--- config.mk ---
export PLATFORM = sky130hd
export DESIGN_NAME = sspe_core
export DESIGN_NICKNAME = d
export VERILOG_FILES = /design/src/rtl/sspe_pkg.sv /design/src/rtl/sspe_imem.sv /design/src/rtl/sspe_seq.sv /design/src/rtl/sspe_alu.sv /design/src/rtl/sspe_core.sv
export SDC_FILE = /design/constraint.sdc
export NUM_CORES = 1
export LEC_CHECK = 0
export CAP_MARGIN = 20
export CORE_ASPECT_RATIO = 1.25
export CORE_UTILIZATION = 40
export CTS_BUF_LIST = sky130_fd_sc_hd__clkbuf_2 sky130_fd_sc_hd__clkbuf_4 sky130_fd_sc_hd__clkbuf_8
export CTS_CLUSTER_SIZE = 8
export DETAILED_ROUTE_END_ITERATION = 6
export PLACE_DENSITY = 0.7
export SKIP_LAST_GASP = 1
export SLEW_MARGIN = 20
export SYNTH_ARGS = -nofsm -noshare
export SYNTH_HDL_FRONTEND = slang
export SYNTH_HIERARCHICAL = 1
export SYNTH_SLANG_ARGS = --single-unit
--- constraint.sdc ---
create_clock -name clk -period 6.6 [get_ports clk]
set_clock_uncertainty 0.2 [all_clocks]
set_input_delay 1.32 -clock clk [delete_from_list [all_inputs] [get_ports clk]]
set_output_delay 1.32 -clock clk [all_outputs]
set_load 0.02 [all_outputs]
--- src/rtl/sspe_pkg.sv ---
// Package: shared opcode encoding for the statically scheduled processing element.
// Assumes a 4-bit opcode field at the top of every instruction word.
package sspe_pkg;

    localparam int OPC_W = 4;

    typedef enum logic [OPC_W-1:0] {
        OP_NOP  = 4'd0,
        OP_ADD  = 4'd1,
        OP_SUB  = 4'd2,
        OP_AND  = 4'd3,
        OP_OR   = 4'd4,
        OP_XOR  = 4'd5,
        OP_MOVE = 4'd6,
        OP_CMP  = 4'd7,
        OP_MAC  = 4'd8
    } sspe_op_e;

endpackage

--- src/rtl/sspe_imem.sv ---
// Module: circular instruction store. One synchronous write port, one
// combinational read port addressed by the slot counter.
// Assumes: a write and a read of the same entry in one cycle return the old word.
module sspe_imem #(
    parameter int DEPTH = 32,
    parameter int IW    = 9,
    localparam int AW   = $clog2(DEPTH)
) (
    input  logic          clk,
    input  logic          rst_n,
    input  logic          wr_en,
    input  logic [AW-1:0] wr_addr,
    input  logic [IW-1:0] wr_data,
    input  logic [AW-1:0] rd_addr,
    output logic [IW-1:0] rd_data
);

    logic [IW-1:0] mem [DEPTH];

    // Clear every entry to the no-operation word on reset; otherwise take loads.
    always_ff @(posedge clk) begin
        if (!rst_n) begin
            for (int i = 0; i < DEPTH; i++) begin
                mem[i] <= '0;
            end
        end else if (wr_en) begin
            mem[wr_addr] <= wr_data;
        end
    end

    // Fetch the word for the current slot.
    always_comb begin
        rd_data = mem[rd_addr];
    end

endmodule

--- src/rtl/sspe_seq.sv ---
// Module: lock-step slot sequencer. Advances one slot per global step and
// wraps at the programmed schedule length or at the store depth.
// Assumes: restart takes priority over step; a length of 0 acts as 1.
module sspe_seq #(
    parameter int DEPTH = 32,
    localparam int AW   = $clog2(DEPTH)
) (
    input  logic          clk,
    input  logic          rst_n,
    input  logic          step_en,
    input  logic          restart,
    input  logic [AW:0]   sched_len,
    output logic [AW-1:0] slot,
    output logic          fire
);

    logic          at_end;
    logic [AW:0]   slot_plus;

    // Decide whether the current slot is the last of the schedule.
    always_comb begin
        slot_plus = {1'b0, slot} + (AW+1)'(1);
        at_end    = (slot_plus >= sched_len) || (slot == AW'(DEPTH-1));
        fire      = step_en && !restart;
    end

    // Slot counter: restart to 0, else advance or wrap on a step.
    always_ff @(posedge clk) begin
        if (!rst_n) begin
            slot <= '0;
        end else if (restart) begin
            slot <= '0;
        end else if (step_en) begin
            slot <= at_end ? '0 : slot_plus[AW-1:0];
        end
    end

endmodule

--- src/rtl/sspe_alu.sv ---
// Module: combinational word ALU. Computes the accumulator candidate and
// tells the core which piece of state the opcode targets.
// Assumes: operand A is already zeroed by the core when the accumulator is not used.
module sspe_alu
    import sspe_pkg::*;
#(
    parameter int DW = 32
) (
    input  logic [OPC_W-1:0] opc,
    input  logic [DW-1:0]    op_a,
    input  logic [DW-1:0]    op_b,
    output logic [DW-1:0]    res,
    output logic             wr_acc,
    output logic             wr_pred,
    output logic             pred_val,
    output logic             mac_issue
);

    sspe_op_e op;

    // Decode the opcode and form the result and the write controls.
    always_comb begin
        op        = sspe_op_e'(opc);
        res       = op_b;
        wr_acc    = 1'b0;
        wr_pred   = 1'b0;
        pred_val  = op_a < op_b;
        mac_issue = 1'b0;
        case (op)
            OP_ADD:  begin res = op_a + op_b; wr_acc = 1'b1; end
            OP_SUB:  begin res = op_a - op_b; wr_acc = 1'b1; end
            OP_AND:  begin res = op_a & op_b; wr_acc = 1'b1; end
            OP_OR:   begin res = op_a | op_b; wr_acc = 1'b1; end
            OP_XOR:  begin res = op_a ^ op_b; wr_acc = 1'b1; end
            OP_MOVE: begin res = op_b;        wr_acc = 1'b1; end
            OP_CMP:  begin wr_pred = 1'b1; end
            OP_MAC:  begin mac_issue = 1'b1; end
            default: begin end
        endcase
    end

endmodule

--- src/rtl/sspe_core.sv ---
// Module: top of the statically scheduled processing element. Fetches the
// word for the current slot, selects operands from the accumulator and one
// neighbour port, applies predication, and updates the accumulator, the
// predicate flag and the multiply request register.
// Assumes: all elements of the array see the same step and restart inputs,
// so they stay in lock-step; NBR is a power of two.
module sspe_core
    import sspe_pkg::*;
#(
    parameter int DW    = 32,
    parameter int DEPTH = 32,
    parameter int NBR   = 4,
    localparam int AW    = $clog2(DEPTH),
    localparam int SEL_W = $clog2(NBR),
    localparam int IW    = OPC_W + SEL_W + 3
) (
    input  logic                    clk,
    input  logic                    rst_n,
    input  logic                    load_en,
    input  logic [AW-1:0]           load_addr,
    input  logic [IW-1:0]           load_word,
    input  logic                    step_en,
    input  logic                    slot_restart,
    input  logic [AW:0]             sched_len,
    input  logic [NBR-1:0][DW-1:0]  nbr_data,
    output logic [DW-1:0]           result_out,
    output logic [AW-1:0]           slot_idx,
    output logic                    mac_req_valid,
    output logic [DW-1:0]           mac_req_a,
    output logic [DW-1:0]           mac_req_b
);

    logic [IW-1:0]    instr;
    logic             fire;
    logic [OPC_W-1:0] f_opc;
    logic [SEL_W-1:0] f_sel;
    logic             f_use_acc;
    logic             f_pred_en;
    logic             f_pred_sense;
    logic [DW-1:0]    acc_q;
    logic             pred_q;
    logic [DW-1:0]    op_a;
    logic [DW-1:0]    op_b;
    logic [DW-1:0]    alu_res;
    logic             alu_wr_acc;
    logic             alu_wr_pred;
    logic             alu_pred_val;
    logic             alu_mac;
    logic             enabled;
    logic             commit;

    sspe_imem #(.DEPTH(DEPTH), .IW(IW)) u_imem (
        .clk     (clk),
        .rst_n   (rst_n),
        .wr_en   (load_en),
        .wr_addr (load_addr),
        .wr_data (load_word),
        .rd_addr (slot_idx),
        .rd_data (instr)
    );

    sspe_seq #(.DEPTH(DEPTH)) u_seq (
        .clk       (clk),
        .rst_n     (rst_n),
        .step_en   (step_en),
        .restart   (slot_restart),
        .sched_len (sched_len),
        .slot      (slot_idx),
        .fire      (fire)
    );

    // Split the fetched word into its fields.
    always_comb begin
        f_opc        = instr[IW-1 -: OPC_W];
        f_sel        = instr[3 +: SEL_W];
        f_use_acc    = instr[2];
        f_pred_en    = instr[1];
        f_pred_sense = instr[0];
    end

    // Operand selection: accumulator or zero, and one neighbour port.
    always_comb begin
        op_a = f_use_acc ? acc_q : '0;
        op_b = nbr_data[f_sel];
    end

    sspe_alu #(.DW(DW)) u_alu (
        .opc       (f_opc),
        .op_a      (op_a),
        .op_b      (op_b),
        .res       (alu_res),
        .wr_acc    (alu_wr_acc),
        .wr_pred   (alu_wr_pred),
        .pred_val  (alu_pred_val),
        .mac_issue (alu_mac)
    );

    // Predication gate: an enabled instruction only commits on a step.
    always_comb begin
        enabled = !f_pred_en || (pred_q == f_pred_sense);
        commit  = fire && enabled;
    end

    // Accumulator: written by committed arithmetic, logic and move opcodes.
    always_ff @(posedge clk) begin
        if (!rst_n) begin
            acc_q <= '0;
        end else if (commit && alu_wr_acc) begin
            acc_q <= alu_res;
        end
    end

    // Predicate flag: written by committed compare opcodes.
    always_ff @(posedge clk) begin
        if (!rst_n) begin
            pred_q <= 1'b0;
        end else if (commit && alu_wr_pred) begin
            pred_q <= alu_pred_val;
        end
    end

    // Multiply request: a one-cycle strobe with its operands captured.
    always_ff @(posedge clk) begin
        if (!rst_n) begin
            mac_req_valid <= 1'b0;
            mac_req_a     <= '0;
            mac_req_b     <= '0;
        end else begin
            mac_req_valid <= commit && alu_mac;
            if (commit && alu_mac) begin
                mac_req_a <= op_a;
                mac_req_b <= op_b;
            end
        end
    end

    // Broadcast the accumulator to every neighbour.
    always_comb begin
        result_out = acc_q;
    end

endmodule

# After elaboration in Yosys (flattened, before gate mapping)
# Memory sizes are Yosys's and may differ from the RTL's. A register that Yosys moved wholly into a read port is not among the register bits.
# Index checks and enable logic that the tools add are counted.
# W data, S select, Z words.
[op_classes]
add_sub_neg = 3
order_cmp = 3
eq_ne = 10
muxes = 17
bitwise_logic = 4
reduce_logical = 12
[op_table]
columns = ["op", "count"]
rows = [
  ["$pmux W32 S5", 1],
  ["$bmux W32 S2", 1],
  ["$mux W32", 2],
  ["$add A32 B32 Y32", 1],
  ["$and A32 B32 Y32", 1],
  ["$lt A32 B32 Y1", 1],
  ["$or A32 B32 Y32", 1],
  ["$sub A32 B32 Y32", 1],
  ["$xor A32 B32 Y32", 1],
  ["$mux W5", 4],
  ["$eq A4 B3 Y1 const B", 4],
  ["$mux W9", 1],
  ["$reduce_or A9 Y1", 1],
  ["$eq A4 B2 Y1 const B", 2],
  ["$mux W1", 8],
  ["$add A5 B1 Y6 const B", 1],
  ["$ge A6 B6 Y1", 1],
  ["$reduce_or A6 Y1", 1],
  ["$eq A5 B5 Y1 const B", 1],
  ["$logic_and A1 B1 Y1", 5],
  ["$eq A4 B1 Y1 const B", 1],
  ["$eq A4 B4 Y1 const B", 1],
  ["$lt A2 B3 Y1 const B", 1],
  ["$logic_not A1 Y1", 2],
  ["4 further kinds", 5],
]
[word_totals]
register_bits = 103
ram_bits = 288
word_cells = 56
memories = 1
[mem_list]
columns = ["name", "words", "width", "read_ports", "rd_ports_with_merged_regs", "write_ports", "line_no", "rtl"]
rows = [
  ["u_imem.mem", 32, 9, 1, 1, 32, "sspe_imem.sv:18", "logic [IW-1:0] mem [DEPTH];"],
]

# Longest topological paths before layout
# Gate-level depths: netlist (run 1).
[logic_depth]
ltp_word = 6
depth_mapped = 23
depth_no_buf = 19

# Hierarchy
# The synthesis (run 1) kept the hierarchy.
[by_module_without_submodules]
columns = ["mod", "instances", "cells_per_inst", "area_each_um2"]
rows = [
  ["sspe_imem", 1, 812, 13217.7],
  ["sspe_alu", 1, 797, 5265.0],
  ["sspe_core", 1, 526, 5187.5],
  ["sspe_seq", 1, 52, 461.7],
]

# Worst setup path before layout (run 1)
# No wires, ideal clock.
[synth_path]
path_type = "register -> register"
startpoint = "reg, netlist name u_seq/slot[2]"
endpoint = "reg acc_q[30] (netlist: result_out[30])"
setup_ns = 0.120
arrival_ns = 5.389
required_time_ns = 6.280
slack_ns = 0.891
path_stages_with_launch = 22
n_path_buf = 4
synth_period_minus_slack_ns = 5.709
cell_sequence = "dfxtp_1 > clkbuf_1 > clkbuf_1 > mux4_2 > mux4_2 > mux2_2 > buf_6 > buf_6 > mux4_2 > ha_1 > fa_1 > a211o_1 > o211ai_1 > a211o_1 > a21oi_1 > a311oi_2 > o41ai_2 > mux2i_1 > a221oi_2 > a21oi_1 > nand2_1 > mux2i_1"
[synth_lines]
columns = ["item", "line_no", "rtl"]
rows = [
  ["to (signal assigned)", "sspe_core.sv:109", "acc_q <= alu_res;"],
  ["to (decl)", "sspe_core.sv:40", "logic [DW-1:0] acc_q;"],
]

==> results.py, run 1 <==
metrics = {
    "outcome": {
        "violations": "DRC",
        "status": "complete, but fails checks",
    },
    "worst_setup_path": {
        "end_kind": "register",
        "crit_cells": 18,
        "worstPathMaxFanout": 18,
        "cp_cell_sequence": "buf_4 -> mux4_2 -> mux4_2 -> mux2_2 -> mux4_2 -> inv_1 -> ha_1 -> and4_1 -> nand2_1 -> a211o_1 -> a2111oi_2 -> o221ai_1 -> nor3_1 -> nor4b_1 -> a21oi_1 -> o211ai_1 -> nand2_1 -> mux2i_1",
        "crit_path_end": "result_out[28]",
        "crit_path_start_kind": "register",
        "arrival_ns": 6.61,
        "startpoint": "u_seq/slot[1]",
        "reg2regPathDepth": 18,
        "cp_slowest_stage_delay_ns": 0.55,
        "cp_slowest_cell": "mux4_2",
        "rr_endpoint": "result_out[28]",
        "r2r_slack_ns": 0.29,
        "rr_startpoint": "u_seq/slot[1]",
        "critPathBufInv": 2,
        "path_delay_family": "multiplexers",
        "required_ns": 6.90,
        "critical_path_class": "reg -> reg",
        "worst_path_most_repeated_cell": "mux4_2",
    },
    "sta": {
        "timing.setup.tns_ns": 0,
        "rsz0062_at_grt": "no",
        "fmax_mhz": 159,
        "hold_viol_final": 0,
        "worstMarginPinSlew_ns": 0.967,
        "drv_slew": 0,
        "setup_viol": 0,
        "slew_headroom_pct": 35.1,
        "fin_crit_ns": 6.31,
        "period_share_pct": 95.6,
    },
    "cells_and_area": {
        "area_growth_pct": 19.1,
        "final_cell_mix": "and2_1, edfxtp_1, clkdlybuf4s50_1, nand2_1, mux4_2",
        "antenna_cells": 0,
        "drive_gt1_share_pct": 14.8,
        "final_common_cell": "and2_1",
        "fin_nets": 2689,
        "nFillCells": 5364,
        "finalNonFillerCells": 3231,
    },
    "logic_synthesis": {
        "ys_ff_latch": 391,
        "synth_top_area_share_pct": 35.8,
        "synth-xor-area-share_pct": 0.612,
        "ys.flop_type": "edfxtp_1",
        "syn_area_per_cell_um2": 11.0,
        "synth_top_family_by_area": "simple AND/OR/NAND/NOR gates",
        "synth_fa_ha_area_share_pct": 5.97,
        "synth_mux_area_share_pct": 13.3,
        "synth_compound_area_share_pct": 13.1,
        "syn_nets": 2454,
        "yosysSeqAreaShare_pct": 44.4,
        "synth_area_um2": 24100,
        "yosysTopAreaCell": "edfxtp_1",
        "syn_inst": 2187,
        "synthSimpleGateAreaFrac_pct": 17.5,
        "synth.distinct_cells": 80,
        "yosysWarnings": 6,
        "synth_area_leaders": "edfxtp_1, mux4_2, dfxtp_1",
        "synth_edf_count": 288,
        "synthArstFlopShare_pct": 0,
    },
    "power_and_ir_drop": {
        "p_leak_nw": 10.3,
        "total_power_w": 0.00598,
        "powerDensity_nw_per_um2": 208,
        "irDropWorstVdd_v": 0.000105,
    },
    "detailed_routing": {
        "drt_iter0_markers": 1586,
        "wl_per_cell_um": 23.4,
        "drt_drc_violations_left": 6,
        "ant_nets": 0,
        "vias": 18900,
        "routed_wl_um": 75500,
        "dr.pass1.iters": 7,
        "viasPerCell": 5.86,
    },
    "clock_tree": {
        "h-tree-depth": 3,
        "ctsHoldBuffers": 0,
        "cts.sinks": 391,
        "clkTransAtPathRegs_ns": 0.06,
        "root_buffer": "clkbuf_8",
        "cts_tree": "yes",
        "clk_latency_ns": 0.66,
        "cts_setup_buffers": 0,
        "cts_buffers": 66,
        "cts_buffer_depth": 3,
    },
    "die": {
        "dieWidth_um": 222,
        "initial_core_util_pct": 40.5,
        "pin_count": 255,
        "die-area_um2": 61300,
        "die_h_um": 277,
        "core_area_um2": 59600,
        "core.rowCount": 100,
    },
    "worst_hold_path": {
        "min_path_type": "reg -> reg",
    },
    "grt": {
        "grt_pass1_vias": 19500,
        "antenna_found_initial": 0,
        "grt_usage_pct": 24.4,
        "grt_max_degree": 70,
        "gr-total-overflow": 0,
        "grt_pass1_wl_um": 116000,
    },
    "place": {
        "dp_cells": 3119,
        "gp_routability_congestion": 1.05,
        "hpwl_um": 54300,
        "io_buffer_count": 254,
    },
    "job": {
        "drv_cap": 0,
    },
}
## cells in the mapped netlist, drive strengths merged, types with 14 or more instances
library cell / number
a31oi: 44
nand2: 126
o21bai: 14
nor3: 25
ha: 112
nand3: 44
a221oi: 34
nand4: 38
mux4: 122
nor2: 102
inv: 103
clkbuf: 110
mux2i: 37
dfxtp: 103
nand2b: 52
a21oi: 77
o21ai: 93
and2: 326
buf: 61
a22o: 32
a21o: 55
edfxtp: 288
## area by class of cell
class	count	area [um^2]	share of cell area, %
clock buffer	93	1120	3.91
clock inverter	19	120	0.418
inverter	103	387	1.35
multi-input combinational	1522	12300	42.7
sequential	391	10700	37.3
tap	765	957	3.33
timing repair buffer	338	3170	11.0
## worst reg2reg max path, stage by stage (launching register included)
cell and delay [ns]:
dfxtp_4 0.54, buf_4 0.33, mux4_2 0.55, mux4_2 0.49, mux2_2 0.52, mux4_2 0.42
inv_1 0.07, ha_1 0.46, and4_1 0.29, nand2_1 0.08, a211o_1 0.34, a2111oi_2 0.49
o221ai_1 0.41, nor3_1 0.44, nor4b_1 0.11, a21oi_1 0.14, o211ai_1 0.11, nand2_1 0.09
mux2i_1 0.07
## flip-flops by register name, indices dropped and copies added, names as in the netlist
register / cells
u_imem/mem: 288
u_seq/slot: 5
mac_req_valid: 1
pred_q: 1
mac_req_b: 32
mac_req_a: 32
result_out: 32
## power breakdown
group          switching [W]  total (W)  internal (W)
Combinational       0.000640    0.00106      0.000418
Clock                0.00102    0.00213       0.00111
Sequential         0.0000521    0.00280       0.00274
Total                0.00171    0.00598       0.00427
## per-layer routing
metal	global-route usage (%)	vias to the layer above	part of all wire (%)
met1	27.4	9287	36
li1	-	8555	-
met2	44.7	872	52
met5	0	-	0
met3	4.18	206	7.0
met4	11.7	0	4.2
## stage by stage
| stage | instance area (um^2) | util (%) | setup WS, ns | hold slack (ns) |
|---|---|---|---|---|
| finish | 28700 | 48.3 | 0.291 | 0.272 |
| global route | 28700 | 48.3 | 0.00615 | 0.288 |
| CTS | 28700 | 48.2 | 0.307 | 0.274 |
| detailed placement | 27500 | 46.2 | 0.323 | 0.254 |
| global placement | 27500 | 46.2 | 0.443 | 0.255 |
| floorplan | 24100 | - | 0.891 | 0.353 |
## cell families after synthesis
group	count (synthesis)
compound gates	451
xor+xnor	16
fa+ha+maj	114
buf+inv	274
flops	391
mux	168
simple gates	773
## worst min-delay path by stage
stage | endpoint | from | depth (start not counted)
2_1_floorplan | result_out[0] | result_out[0] | 2
3_3_place_gp | mac_req_b[16] | mac_req_b[16] | 1
3_5_place_dp | mac_req_b[16] | mac_req_b[16] | 1
4_1_cts | mac_req_b[13] | mac_req_b[13] | 1
5_1_grt | mac_req_b[16] | mac_req_b[16] | 1
6_report | mac_req_b[16] | mac_req_b[16] | 1
## timing repair
action,4_1_cts,5_1_grt
gates resized for setup,0,1
endpoints found under the hold margin,0,0
setup endpoints to repair,0,3
(Power assumes the default switching activity.)
==> inputs of run 2 (changes only) <==
--- a/config.mk
+++ b/config.mk
@@ -5,7 +5,7 @@
 export SDC_FILE = /design/constraint.sdc
 export NUM_CORES = 1
 export LEC_CHECK = 0
-export CAP_MARGIN = 20
+export CAP_MARGIN = 0
 export CORE_ASPECT_RATIO = 1.25
 export CORE_UTILIZATION = 40
 export CTS_BUF_LIST = sky130_fd_sc_hd__clkbuf_2 sky130_fd_sc_hd__clkbuf_4 sky130_fd_sc_hd__clkbuf_8
==> constraint.sdc (replaced) <==
create_clock -name clk -period 6.1 [get_ports clk]
set_clock_uncertainty 0.2 [all_clocks]
set_input_delay 1.22 -clock clk [delete_from_list [all_inputs] [get_ports clk]]
set_output_delay 1.22 -clock clk [all_outputs]
set_load 0.02 [all_outputs]
==> results.py, run 2 (synthesis gave the netlist of run 1 again) <==
metrics = {
    "sta": {
        "setup_viol": 0,
        "drv_slew": 0,
        "timing.setup.tns_ns": 0,
        "worstMarginPinSlew_ns": 0.999,
        "period_share_pct": 95.6,
        "rsz0062_at_grt": "no",
        "fmax_mhz": 172,
        "fin_crit_ns": 5.83,
        "hold_viol_final": 0,
        "slew_headroom_pct": 33.0,
        "layout_setup_ws_ns": 0.271,
    },
    "power_and_ir_drop": {
        "powerDensity_nw_per_um2": 225,
        "irDropWorstVdd_v": 0.000144,
        "total_power_w": 0.00656,
        "p_leak_nw": 10.5,
    },
    "cells_and_area": {
        "drive_gt1_share_pct": 16.1,
        "area_growth_pct": 20.9,
        "final_common_cell": "and2_1",
        "antenna_cells": 0,
        "regMostFlops": "u_imem/mem",
        "final_cell_mix": "and2_1, edfxtp_1, clkdlybuf4s50_1, nand2_1, mux4_2",
        "largest_reg_flops": 288,
        "fin_nets": 2721,
    },
    "grt": {
        "grt_max_degree": 70,
        "grt_usage_pct": 24.3,
        "gr-total-overflow": 0,
        "antenna_found_initial": 0,
        "grt_pass1_vias": 19300,
        "grt_pass1_wl_um": 115000,
    },
    "place": {
        "gp_routability_congestion": 1.01,
        "preCtsSetupSlack_ns": 0.00462,
        "hpwl_um": 54100,
        "io_buffer_count": 254,
    },
    "worst_setup_path": {
        "arrival_ns": 6.22,
        "crit_path_start_kind": "register",
        "required_ns": 6.49,
        "critical_path_class": "reg -> reg",
        "end_kind": "register",
        "worst_path_most_repeated_cell": "buf_12",
        "cp_slowest_stage_delay_ns": 0.52,
        "cp_slowest_cell": "mux4_2",
        "cp_cell_sequence": "buf_12 -> buf_12 -> buf_4 -> mux4_2 -> mux4_2 -> mux2_2 -> buf_12 -> and2_1 -> fa_1 -> nor3b_1 -> o31ai_1 -> a21oi_1 -> o31ai_2 -> nand2_1 -> a31oi_1 -> xor2_1 -> a21oi_1 -> o2bb2ai_1 -> nand2_1 -> mux2i_1",
        "worstPathMaxFanout": 63,
    },
    "clock_tree": {
        "ctsHoldBuffers": 0,
        "clk_latency_ns": 0.67,
        "h-tree-depth": 3,
        "root_buffer": "clkbuf_8",
        "cts_buffers": 66,
        "cts_buffer_depth": 3,
        "clkTransAtPathRegs_ns": 0.06,
        "cts_tree": "yes",
        "cts.sinks": 391,
    },
    "die": {
        "die_h_um": 277,
        "initial_core_util_pct": 40.5,
        "core_area_um2": 59600,
        "core.rowCount": 100,
        "pin_count": 255,
        "die-area_um2": 61300,
        "dieWidth_um": 222,
    },
    "detailed_routing": {
        "viasPerCell": 5.78,
        "drt_drc_violations_left": 0,
        "routed_wl_um": 75200,
        "ant_nets": 0,
        "wl_per_cell_um": 23.1,
        "vias": 18800,
        "drt_iter0_markers": 1359,
        "dr.pass1.iters": 6,
    },
    "outcome": {
        "status": "complete, no violations",
    },
    "worst_hold_path": {
        "min_path_type": "reg -> reg",
    },
    "job": {
        "drv_cap": 0,
    },
}
[run 2: cell types whose count changed in the layout (fill, tap and decap cells not counted), sizes merged]
cell,before,now
buf,89,119
bufinv,0,2
clkdlybuf4s50,249,250
clkinvlp,2,1
clkbuf,93,85
inv,109,108
clkinv,11,17
[run 2: report_power, final]
| group | switching (W) | internal [W] | leakage, nW |
|---|---|---|---|
| registers | 0.0000569 | 0.00297 | 3.57 |
| logic | 0.000703 | 0.000483 | 6.28 |
| clock network | 0.00111 | 0.00123 | 0.667 |
| total | 0.00187 | 0.00469 | 10.5 |
[run 2: timing repair]
action,CTS,global route
setup endpoints to repair,1,12
pin swaps,0,2
gates resized for setup,2,18
setup buffers,0,2
[run 2: worst paths after layout]
check	cells after the start	slack, ns	end	startpoint
worst max-delay path	20	0.27	result_out[26]	u_seq/slot[1]
worst min-delay path	1	0.27	mac_req_b[11]	mac_req_b[11]
worst min register to register	1	0.27	mac_req_b[11]	mac_req_b[11]
worst max register to register	20	0.27	result_out[26]	u_seq/slot[1]
[run 2: cell type report]
type / count / area [um^2]
Clock inverter: 25 / 216
Timing Repair Buffer: 370 / 3500
Clock buffer: 84 / 1060
Fill cell: 5308 / 30400
Multi-Input combinational cell: 1522 / 12400
Sequential cell: 391 / 10700
Tap cell: 765 / 957
Inverter: 103 / 387
[run 2: through the flow]
stage | cell area (um^2) | utilization, % | std cells | hold slack, ns
floorplan | 24100 | - | 2187 | 0.353
global placement | 27800 | 46.7 | 3148 | 0.257
detailed placement | 27800 | 46.7 | 3148 | 0.256
CTS | 29100 | 48.8 | 3257 | 0.277
global route | 29200 | 49.0 | 3260 | 0.292
finish | 29200 | 49.0 | 3260 | 0.272
[run 2: layer usage]
metal  track usage (%)  wire length (um)
met1              28.1             28800
met4              11.6              2920
met2              44.0             39200
met5                 0                 0
met3              3.38              4400
[run 2: worst max-delay path, delay by kind of cell, from the launching register on]
| kind | cells | cell delay (ns) |
|---|---|---|
| AO/OA/AOI/OAI | 6 | 1.52 |
| XOR/XNOR | 1 | 0.19 |
| adder cells (fa/ha/maj) | 1 | 0.49 |
| buffers and inverters | 4 | 0.74 |
| flip-flops | 1 | 0.40 |
| multiplexers | 4 | 1.44 |
| AND/OR/NAND/NOR | 4 | 0.74 |
==> inputs of run 3 (changes only) <==
--- a/config.mk
+++ b/config.mk
@@ -11,6 +11,7 @@
 export CTS_BUF_LIST = sky130_fd_sc_hd__clkbuf_2 sky130_fd_sc_hd__clkbuf_4 sky130_fd_sc_hd__clkbuf_8
 export CTS_CLUSTER_SIZE = 8
 export DETAILED_ROUTE_END_ITERATION = 6
+export MAX_ROUTING_LAYER = met4
 export PLACE_DENSITY = 0.7
 export SKIP_LAST_GASP = 1
 export SLEW_MARGIN = 20
==> constraint.sdc (replaced) <==
create_clock -name clk -period 6.21 [get_ports clk]
set_clock_uncertainty 0.2 [all_clocks]
set_input_delay 1.242 -clock clk [delete_from_list [all_inputs] [get_ports clk]]
set_output_delay 1.242 -clock clk [all_outputs]
set_load 0.02 [all_outputs]
==> results.py, run 3 (synthesis gave the netlist of run 1 again) <==
metrics = {
    "die": {
        "core.rowCount": 100,
        "core_area_um2": 59600,
        "die_h_um": 277,
        "initial_core_util_pct": 40.5,
        "die-area_um2": 61300,
        "dieWidth_um": 222,
        "pin_count": 255,
    },
    "grt": {
        "grtUsageMet1_pct": 26.9,
        "grt_pass1_vias": 19500,
        "met3_usage_pct": 3.46,
        "busiest_layer": "met2",
        "antenna_found_initial": 0,
        "gr-total-overflow": 0,
        "grt_max_degree": 70,
        "grt_pass1_wl_um": 114000,
        "grt_usage_pct": 24.9,
        "grt_use_met2_pct": 44.5,
    },
    "power_and_ir_drop": {
        "p_leak_nw": 10.5,
        "swShare_pct": 28.1,
        "powerDensity_nw_per_um2": 220,
        "irDropWorstVdd_v": 0.000140,
        "p_switching_w": 0.00180,
        "pwr-share-seq_pct": 46.3,
        "pwr-share-comb_pct": 18.1,
        "power.internal_w": 0.00460,
        "clockPowerShare_pct": 35.6,
    },
    "worst_setup_path": {
        "cp_cell_sequence": "buf_12 -> mux4_2 -> mux4_2 -> mux2_4 -> mux4_2 -> inv_1 -> ha_1 -> a21oi_1 -> a2bb2oi_1 -> a21oi_1 -> a221o_2 -> a31oi_2 -> o311ai_4 -> and3_1 -> o31ai_1 -> a32oi_1 -> nand2_1 -> mux2i_1",
        "worstPathMaxFanout": 18,
        "worst_path_most_repeated_cell": "mux4_2",
        "required_ns": 6.53,
        "cp_slowest_stage_delay_ns": 0.55,
        "cp_slowest_cell": "mux4_2",
        "critical_path_class": "reg -> reg",
        "path_delay_family": "compound AO/OA/AOI/OAI gates",
        "end_kind": "register",
        "crit_path_start_kind": "register",
        "arrival_ns": 6.28,
        "critPathBufInv": 2,
    },
    "cells_and_area": {
        "largest_reg_flops": 288,
        "final_cell_mix": "and2_1, edfxtp_1, clkdlybuf4s50_1, nand2_1, mux4_2",
        "drive_gt1_share_pct": 16.0,
        "nFillCells": 5357,
        "area_growth_pct": 20.5,
        "utilization_pct": 48.8,
        "fin_nets": 2722,
        "antenna_cells": 0,
        "regMostFlops": "u_imem/mem",
        "final_common_cell": "and2_1",
    },
    "sta": {
        "worstMarginPinSlew_ns": 1.06,
        "slew_headroom_pct": 29.4,
        "hold_ws_ns": 0.273,
        "fmax_mhz": 168,
        "rsz0062_at_grt": "no",
        "setup_viol": 0,
        "period_share_pct": 96.0,
        "hold_viol_final": 0,
        "fin_crit_ns": 5.96,
        "drv_slew": 0,
    },
    "detailed_routing": {
        "viasPerCell": 5.78,
        "wl_per_cell_um": 22.8,
        "routed_wl_um": 74400,
        "vias": 18800,
        "ant_nets": 0,
        "dr.pass1.iters": 5,
        "drt_iter0_markers": 1564,
        "drt_drc_violations_left": 0,
    },
    "clock_tree": {
        "clkTransAtPathRegs_ns": 0.06,
        "ctsHoldBuffers": 0,
        "cts_buffer_depth": 3,
        "cts_setup_buffers": 0,
        "cts.sinks": 391,
        "cts_tree": "yes",
        "h-tree-depth": 3,
        "clk_latency_ns": 0.67,
        "cts_buffers": 66,
        "root_buffer": "clkbuf_8",
    },
    "place": {
        "gp_routability_congestion": 0.993,
        "hpwl_um": 54100,
        "io_buffer_count": 254,
    },
    "outcome": {
        "status": "complete, no violations",
    },
    "worst_hold_path": {
        "min_path_type": "reg -> reg",
    },
    "job": {
        "drv_cap": 0,
    },
}
==> run 3: cell types whose count changed in the layout (fill, tap and decap cells not counted), moves of 3 or more <==
cell      previous run  this run
inv_6                0         3
o21ai_1             12         3
clkbuf_4            17        21
buf_4              108       112
nor4_2               3         0
buf_12               8         5
clkinv_1            11         6
o21ai_0             80        89
==> run 3: worst paths after layout <==
kind / end / depth (start not counted) / slack (ns) / start
max reg2reg: result_out[27] / 18 / 0.25 / u_seq/slot[1]
min: mac_req_b[5] / 1 / 0.27 / mac_req_b[5]
max: result_out[27] / 18 / 0.25 / u_seq/slot[1]
min reg2reg: mac_req_b[5] / 1 / 0.27 / mac_req_b[5]
==> run 3: power by group through the flow <==
stage,sequential (W),combinational [W],clock [W]
6_report,0.00297,0.00116,0.00228
5_1_grt,0.00297,0.00125,0.00245
4_1_cts,0.00297,0.00114,0.00234
3_5_place_dp,0.00302,0.00114,0
3_3_place_gp,0.00301,0.00112,0
2_1_floorplan,0.00301,0.000702,0
==> run 3: repair_timing <==
item	in CTS	in global routing
endpoints found under the setup margin	1	12
pin swaps	0	0
resized for setup	1	11
==> run 3: cell type report <==
cell class | instances | area, um^2 | area share [%]
Clock inverter | 17 | 168 | 0.577
Clock buffer | 88 | 1080 | 3.71
Inverter | 103 | 387 | 1.33
Sequential cell | 391 | 10700 | 36.9
Multi-Input combinational cell | 1522 | 12300 | 42.3
Timing Repair Buffer | 371 | 3460 | 11.9
Tap cell | 765 | 957 | 3.29
==> run 3: routing by layer <==
| metal | wire [um] | vias up |
|---|---|---|
| li1 | - | 8631 |
| met1 | 27900 | 9303 |
| met2 | 39300 | 713 |
| met3 | 4130 | 186 |
| met4 | 3120 | 0 |
| met5 | 0 | - |
==> run 3: worst register-to-register path: cells and delay by family (launching register included) <==
| family | cells | cell delay, ns |
|---|---|---|
| and+or+nand+nor | 2 | 0.32 |
| DFF | 1 | 0.44 |
| buffers and inverters | 2 | 0.39 |
| muxes | 5 | 2.06 |
| AOI/OAI and AO/OA | 8 | 2.15 |
| adders and majority gates | 1 | 0.28 |
==> run 3: metrics by stage <==
stage	std cells	setup WS (ns)	power [W]	TNS, ns	area [um^2]
finish	3257	0.251	0.00640	0	29100
global route	3257	0.00425	0.00667	0	29100
CTS	3256	0.0120	0.00645	0	29000
detailed placement	3151	-0.0106	0.00416	-0.0106	27800
global placement	3151	0.0741	0.00414	0	27800
floorplan	2187	0.501	0.00371	0	24100
